`src/rtl/dbgline_pkg.sv`:
```
package dbgline_pkg;
  typedef enum logic [2:0] {
    ST_IDLE  = 3'd0,
    ST_WAIT  = 3'd1,
    ST_LOW   = 3'd2,
    ST_PULSE = 3'd3,
    ST_SKIP  = 3'd4
  } slot_state_e;
endpackage

```
`src/rtl/dbgline_sync.sv`:
```
module dbgline_sync #(
  parameter int STAGES = 2
) (
  input  logic clk,
  input  logic rst_n,
  input  logic line_i,
  output logic fall_o
);
  logic [STAGES-1:0] chain_q;
  logic              prev_q;

  always_ff @(posedge clk or negedge rst_n) begin
    if (!rst_n) begin
      chain_q <= '1;
      prev_q  <= 1'b1;
    end else begin
      chain_q <= {chain_q[STAGES-2:0], line_i};
      prev_q  <= chain_q[STAGES-1];
    end
  end

  assign fall_o = prev_q & ~chain_q[STAGES-1];
endmodule

```
`src/rtl/dbgline_shift.sv`:
```
module dbgline_shift #(
  parameter int DATA_W = 8
) (
  input  logic              clk,
  input  logic              rst_n,
  input  logic              load_en,
  input  logic [DATA_W-1:0] load_data,
  input  logic              shift_en,
  output logic              cur_bit,
  output logic              last_bit
);
  localparam int CW = (DATA_W > 1) ? $clog2(DATA_W) : 1;

  logic [DATA_W-1:0] sh_q, sh_d;
  logic [CW-1:0]     cnt_q, cnt_d;

  always_comb begin
    sh_d  = sh_q;
    cnt_d = cnt_q;
    if (load_en) begin
      sh_d  = load_data;
      cnt_d = '0;
    end else if (shift_en) begin
      sh_d  = {sh_q[DATA_W-2:0], 1'b0};
      cnt_d = cnt_q + 1'b1;
    end
  end

  always_ff @(posedge clk or negedge rst_n) begin
    if (!rst_n) begin
      sh_q  <= '0;
      cnt_q <= '0;
    end else if (load_en || shift_en) begin
      sh_q  <= sh_d;
      cnt_q <= cnt_d;
    end
  end

  assign cur_bit  = sh_q[DATA_W-1];
  assign last_bit = (cnt_q == CW'(DATA_W-1));
endmodule

```
`src/rtl/dbgline_tx.sv`:
```
module dbgline_tx
  import dbgline_pkg::*;
#(
  parameter int DATA_W      = 8,
  parameter int SYNC_STAGES = 2,
  parameter int LOW_CYCLES  = 13,
  parameter int PULSE_CYCLES = 1
) (
  input  logic              clk,
  input  logic              rst_n,
  input  logic              line_i,
  output logic              drive_lo_o,
  output logic              drive_hi_o,
  input  logic              load_valid_i,
  output logic              load_ready_o,
  input  logic [DATA_W-1:0] load_data_i,
  output logic              done_o
);
  localparam int SLOT_CYCLES = LOW_CYCLES + PULSE_CYCLES;
  localparam int TW          = $clog2(SLOT_CYCLES + 1);

  slot_state_e   state_q, state_d;
  logic [TW-1:0] timer_q, timer_d;
  logic          done_q, done_d;
  logic          fall, cur_bit, last_bit, load_en, shift_en;

  dbgline_sync #(.STAGES(SYNC_STAGES)) u_sync (
    .clk    (clk),
    .rst_n  (rst_n),
    .line_i (line_i),
    .fall_o (fall)
  );

  dbgline_shift #(.DATA_W(DATA_W)) u_shift (
    .clk       (clk),
    .rst_n     (rst_n),
    .load_en   (load_en),
    .load_data (load_data_i),
    .shift_en  (shift_en),
    .cur_bit   (cur_bit),
    .last_bit  (last_bit)
  );

  always_comb begin
    state_d  = state_q;
    timer_d  = timer_q;
    done_d   = 1'b0;
    load_en  = 1'b0;
    shift_en = 1'b0;
    case (state_q)
      ST_IDLE: begin
        if (load_valid_i) begin
          load_en = 1'b1;
          state_d = ST_WAIT;
        end
      end
      ST_WAIT: begin
        if (fall) begin
          if (!cur_bit) begin
            state_d = ST_LOW;
            timer_d = TW'(LOW_CYCLES - 1);
          end else begin
            state_d = ST_SKIP;
            timer_d = TW'(SLOT_CYCLES - 1);
          end
        end
      end
      ST_LOW: begin
        if (timer_q == '0) begin
          state_d = ST_PULSE;
          timer_d = TW'(PULSE_CYCLES - 1);
        end else begin
          timer_d = timer_q - 1'b1;
        end
      end
      ST_PULSE, ST_SKIP: begin
        if (timer_q == '0) begin
          shift_en = 1'b1;
          if (last_bit) begin
            state_d = ST_IDLE;
            done_d  = 1'b1;
          end else begin
            state_d = ST_WAIT;
          end
        end else begin
          timer_d = timer_q - 1'b1;
        end
      end
      default: state_d = ST_IDLE;
    endcase
  end

  always_ff @(posedge clk or negedge rst_n) begin
    if (!rst_n) begin
      state_q <= ST_IDLE;
      timer_q <= '0;
      done_q  <= 1'b0;
    end else begin
      state_q <= state_d;
      timer_q <= timer_d;
      done_q  <= done_d;
    end
  end

  assign drive_lo_o   = (state_q == ST_LOW);
  assign drive_hi_o   = (state_q == ST_PULSE);
  assign load_ready_o = (state_q == ST_IDLE);
  assign done_o       = done_q;
endmodule

```
`config.mk`:
```
export PLATFORM = sky130hd
export DESIGN_NAME = dbgline_tx
export DESIGN_NICKNAME = d
export VERILOG_FILES = /design/src/rtl/dbgline_pkg.sv /design/src/rtl/dbgline_sync.sv /design/src/rtl/dbgline_shift.sv /design/src/rtl/dbgline_tx.sv
export SDC_FILE = /design/constraint.sdc
export NUM_CORES = 1
export LEC_CHECK = 0
export BUFFER_PORTS_ARGS = -buffer_cell sky130_fd_sc_hd__buf_2
export CAP_MARGIN = 10
export CORE_MARGIN = 1
export CORE_UTILIZATION = 45
export CTS_CLUSTER_DIAMETER = 80
export DETAILED_ROUTE_END_ITERATION = 16
export SYNTH_ARGS = -nofsm -noshare
export SYNTH_HDL_FRONTEND = slang
export SYNTH_SLANG_ARGS = --single-unit
export TNS_END_PERCENT = 5
```
`constraint.sdc`:
```
create_clock -name clk -period 2.52 [get_ports clk]
set_clock_uncertainty 0.15 [all_clocks]
set_input_delay 0.504 -clock clk [delete_from_list [all_inputs] [get_ports clk]]
set_output_delay 0.504 -clock clk [all_outputs]
set_load 0.05 [all_outputs]
```
==> results of run 1 <==
placed cells by master (no fill, tap or decap), types with 2 or more instances in the layout:
cell,instances
nor3_1,2
ha_1,4
inv_1,3
o21ai_0,6
a22o_1,7
a21oi_1,3
dfrtp_1,19
and2_1,2
nand2_1,10
a21o_1,9
buf_2,15
clkbuf_4,3
nor3b_1,3
nor2b_1,4
dfstp_2,3
mux2_2,2
a211o_1,2
nor2_1,3
or3_1,2
power groups by stage:
stage	combinational, W	sequential, W	clock (W)
detailed placement	0.000591	0.000654	0
finish	0.000584	0.000647	0.000162
global placement	0.000587	0.000647	0
global route	0.000652	0.000670	0.000184
CTS	0.000593	0.000647	0.000172
floorplan	0.000542	0.000576	0
worst max path at each step:
stage          slack, ns  startpoint  cells past startpoint          to
2_1_floorplan       0.03  state_q[0]                      2  drive_lo_o
3_3_place_gp        0.54  state_q[1]                      2  drive_lo_o
3_5_place_dp        0.57  state_q[1]                      2  drive_lo_o
4_1_cts             0.21  state_q[1]                      2  drive_lo_o
5_1_grt             0.06  state_q[1]                      2  drive_lo_o
6_report            0.22  state_q[1]                      2  drive_lo_o
worst register-to-register path: stages (launching register included):
cell and delay, ns:
dfrtp_1 0.68, nor3b_2 0.39, o21a_4 0.26, nor2_2 0.12, mux2_2 0.27
sequential cells by signal, indices dropped and copies added (netlist names):
register,cells
u_sync.prev_q,1
u_sync.chain_q,2
u_shift.sh_q,8
timer_q,4
done_o,1
state_q,3
u_shift.cnt_q,3
through the flow:
stage	cells	setup slack, ns
global route	155	0.0627
detailed placement	151	0.568
finish	155	0.218
global placement	151	0.540
floorplan	111	0.0304
CTS	155	0.208
synth_stat cells (2+ instances only):
master   count  area (um2)
a211o_1      2        17.5
a21o_1       9        67.6
a21oi_1      3        15.0
a22o_1       7        61.3
and2_1       2        12.5
buf_2        3        15.0
buf_4        2        15.0
dfrtp_1     19         475
dfstp_2      3        78.8
ha_1         4        50.1
inv_1        3        11.3
mux2_2       2        22.5
nand2_1     10        37.5
nor2_1       3        11.3
nor2b_1      4        25.0
nor3_1       3        15.0
nor3b_1      3        22.5
o21ai_0      6        30.0
or3_1        2        12.5
final cells by class:
class	count	area [um2]
Tap cell	30	37.5
Timing Repair Buffer	16	82.6
Fill cell	236	1190
Sequential cell	22	554
Inverter	3	11.3
Clock buffer	4	26.3
Multi-Input combinational cell	80	599
kinds of logic (layout without fill, tap and decap cells):
kind of cell	Yosys count	count (layout)	share of synthesized area, %
adder cells (fa/ha/maj)	4	4	4.17
flip-flops	22	22	46.1
buffers and inverters	9	23	4.37
AND/OR/NAND/NOR	35	35	18.3
XOR/XNOR	1	1	0.729
AO/OA/AOI/OAI	37	37	23.5
multiplexers	3	3	2.71
per-layer routing:
metal	routed length, um	share of wire, %
met5	0	0
met4	15	0.72
met3	51	2.4
met2	960	46
met1	1060	51
==> reports/metrics.yaml, run 1 <==
die:
  coreArea_mm2: 0.00250
  initial_utilization_pct: 48.0
  die_w_um: 53.7
  dieArea_mm2: 0.00288
  fp.dieH_um: 53.7
  num_rows: 18
  pin_count: 16
pwr:
  intPower_w: 0.000828
  pwr-share-seq_pct: 46.4
  p_leak_nw: 0.624
  p_total_w: 0.00139
  combPwrFrac_pct: 41.9
  power_frac_clock_pct: 11.6
  swShare_pct: 40.6
  p_switching_w: 0.000565
  peakVddDrop_v: 0.000565
  cellPowerDensity_mw_per_mm2: 1060
clock_tree:
  cts_hold_buffers: 0
  h-tree-depth: 1
  cts.clk_slew.worst_paths_ns: 0.11
  cts_tree: "done"
  insertion_delay_ns: 0.30
  clock_sinks: 22
  clockRootBuffer: "clkbuf_4"
  ctsLongestPathBuffers: 2
  post-cts-setup-buffer-count: 0
  ctsResizeCount: 0
  cts_buffers: 3
setup_path:
  critPathBufInv: 1
  critical_path.cell_chain: "nor3b_1 > buf_2"
  r2r-end: "u_shift.cnt_q[0]"
  timing.rr.start: "state_q[2]"
  path_class: "reg -> out"
  critPathTopFamily: "flip-flops"
  worstRegToRegCells: 4
  endpoint_kind: "output port"
  path_max_fanout: 16
  start_kind: "flip-flop"
  cp_slowest_cell: "dfrtp_1"
  max_stage_delay_ns: 0.66
  reg2reg_slack_ns: 0.54
  arrival_ns: 1.65
  required_ns: 1.87
sta:
  hold_ws_ns: 0.00791
  finalSetupTns_ns: 0
  tightest_slew_ns: 0.513
  setup_viol: 0
  relSlewSlack_pct: 65.8
  hold_viol: 0
  maxSlewViolCount: 0
  period_needed_ns: 2.30
  rsz0062_at_grt: "no"
  fin_crit_sh_pct: 91.4
  max_freq_mhz: 434
final_layout:
  final_area_mm2: 0.00131
  drive_above_1_share_pct: 26.4
  nNetsFinal: 142
  post-route-util_pct: 52.5
  antennaDiodeCount: 0
  area_delta_synth_final_pct: 9.17
global_route:
  antenna_found_initial: 0
  gr-total-overflow: 0
  top_usage_layer: "met2"
  grt_max_degree: 23
  track_usage_pct: 17.4
  grt_pass1_vias: 833
  grt_pass1_wl_um: 3630
  use_met1_pct: 22.5
  met2_usage_pct: 28.4
  met3_usage_pct: 3.39
detailed_routing:
  firstDrtPassIters: 4
  routed-via-count: 864
  post-route-drc-count: 0
  routedWlPerCell_um: 13.5
  via_per_inst: 5.57
  wirelength_um: 2090
  dr.first_iter.drc_count: 16
  antenna_left: 0
logic_synthesis:
  ys.flop_type: "dfrtp_1"
  synth_nets: 127
  synth_edf_count: 0
  synthCells: 111
  ys_seq_area_share_pct: 46.1
  synth_area_mm2: 0.00120
  ys_types: 40
  syn_area_per_cell_um2: 10.8
  ys_warn_count: 0
  ys_ff_latch: 22
  ys_async_sr_fraction_pct: 100
run_status:
  status: "complete, no violations"
worst_hold_path:
  hp-class: "in -> async"
place:
  gp_congestion: 0.778
  port_buffers: 15
  place_area_mm2: 0.00128
  dp_hpwl_um: 1510
flow_run:
  drv_cap: 0
(Power assumes the default switching activity.)
==> run 2: changes to the inputs <==
- MAX_ROUTING_LAYER: unset -> met4
==> reports/metrics.yaml, run 2 (same netlist as run 1, synthesis figures left out) <==
pwr:
  combPwrFrac_pct: 41.9
  peakVddDrop_v: 0.000565
  swShare_pct: 40.6
  p_switching_w: 0.000565
  p_leak_nw: 0.624
  power_frac_clock_pct: 11.6
  cellPowerDensity_mw_per_mm2: 1060
  pwr-share-seq_pct: 46.4
  intPower_w: 0.000828
die:
  pin_count: 16
  num_rows: 18
  initial_utilization_pct: 48.0
  coreArea_mm2: 0.00250
  dieArea_mm2: 0.00288
  fp.dieH_um: 53.7
  die_w_um: 53.7
clock_tree:
  cts_tree: "done"
  cts_hold_buffers: 0
  clock_sinks: 22
  ctsLongestPathBuffers: 2
  clockRootBuffer: "clkbuf_4"
  post-cts-setup-buffer-count: 0
  cts_buffers: 3
  insertion_delay_ns: 0.30
  ctsResizeCount: 0
  cts.clk_slew.worst_paths_ns: 0.11
  h-tree-depth: 1
setup_path:
  max_stage_delay_ns: 0.66
  critical_path.cell_chain: "nor3b_1 > buf_2"
  endpoint_kind: "output port"
  arrival_ns: 1.65
  start_kind: "flip-flop"
  cp_slowest_cell: "dfrtp_1"
  path_class: "reg -> out"
  critPathTopFamily: "flip-flops"
  required_ns: 1.87
  path_max_fanout: 16
  critPathBufInv: 1
global_route:
  antenna_found_initial: 0
  gr-total-overflow: 0
  track_usage_pct: 17.9
  grt_pass1_vias: 832
  grt_max_degree: 23
  grt_pass1_wl_um: 3640
final_layout:
  area_delta_synth_final_pct: 9.17
  largest_register_ffs: 8
  multiInputGateArea_um2: 599
  nNetsFinal: 142
  top_register: "u_shift.sh_q"
  antennaDiodeCount: 0
  drive_above_1_share_pct: 26.4
  final_common_cell: "dfrtp_1"
  reg_top3: "u_shift.sh_q x8, timer_q x4"
  nFillCells: 236
  final-seq-area_um2: 554
  final_cell_mix: "dfrtp_1 (19), buf_2 (15), nand2_1 (10), a21o_1 (9), a22o_1 (7)"
sta:
  relSlewSlack_pct: 65.8
  hold_viol: 0
  rsz0062_at_grt: "no"
  setup_viol: 0
  fin_crit_sh_pct: 91.4
  tightest_slew_ns: 0.513
  finalSetupTns_ns: 0
  max_freq_mhz: 434
  hold_ws_ns: 0.00786
  maxSlewViolCount: 0
  period_needed_ns: 2.30
place:
  gp_congestion: 0.789
  port_buffers: 15
  dp_hpwl_um: 1510
detailed_routing:
  firstDrtPassIters: 4
  dr.first_iter.drc_count: 16
  drt-met1-wl_um: 1060
  routedWlPerCell_um: 13.5
  wirelength_um: 2090
  via_per_inst: 5.57
  routed-via-count: 864
  met2_length_um: 960
  post-route-drc-count: 0
  antenna_left: 0
  met3_length_um: 51
  top_layer_used: "met4"
run_status:
  status: "complete, no violations"
flow_run:
  drv_cap: 0
worst_hold_path:
  hp-class: "in -> async"
run 2: cell counts in the layout (fill, tap and decap cells not counted):
Identical to the previous run, type by type.
run 2: path summary, 6_finish.rpt:
path / slack (ns) / startpoint / depth (start not counted) / to
max in group asynchronous: 1.86 / rst_n / 1 / u_sync.prev_q
min: 0.008 / rst_n / 1 / state_q[0]
min reg2reg: 0.21 / u_sync.chain_q[0] / 0 / u_sync.chain_q[1]
max reg2reg: 0.54 / state_q[2] / 4 / u_shift.cnt_q[0]
min in group clk: 0.14 / line_i / 1 / u_sync.chain_q[0]
max: 0.22 / state_q[1] / 2 / drive_lo_o
run 2: worst reg2reg max path, cell delays in order (launching register included):
cell	delay [ns]
dfrtp_1	0.68
nor3b_2	0.39
o21a_4	0.26
nor2_2	0.12
mux2_2	0.27
run 2: power by group through the flow:
stage               registers, W  logic (W)  clock network (W)
detailed placement      0.000654   0.000591                  0
CTS                     0.000647   0.000593           0.000172
global route            0.000670   0.000652           0.000184
global placement        0.000647   0.000587                  0
finish                  0.000647   0.000584           0.000162
floorplan               0.000576   0.000542                  0
run 2: stage by stage:
step / area (um2) / power (W) / std cells / setup slack [ns] / util (%)
final: 1310 / 0.00139 / 155 / 0.218 / 52.5
after global routing: 1310 / 0.00151 / 155 / 0.0627 / 52.5
after CTS: 1310 / 0.00141 / 155 / 0.208 / 52.5
after detailed placement: 1280 / 0.00125 / 151 / 0.568 / 51.4
after global placement: 1280 / 0.00123 / 151 / 0.540 / 51.4
after floorplan: 1210 / 0.00112 / 111 / 0.0304 / -
run 2: metal layers:
layer / up-vias / GRT usage [%]
met2: 10 / 28.4
met5: - / -
met1: 418 / 22.5
li1: 434 / -
met3: 2 / 3.39
met4: 0 / 6.58
run 2: area by class of cell:
type,count,share of cell area [%]
clock buffer,4,2.00
inverter,3,0.859
multi-input combinational,80,45.7
sequential,22,42.3
tap,30,2.86
timing repair buffer,16,6.30
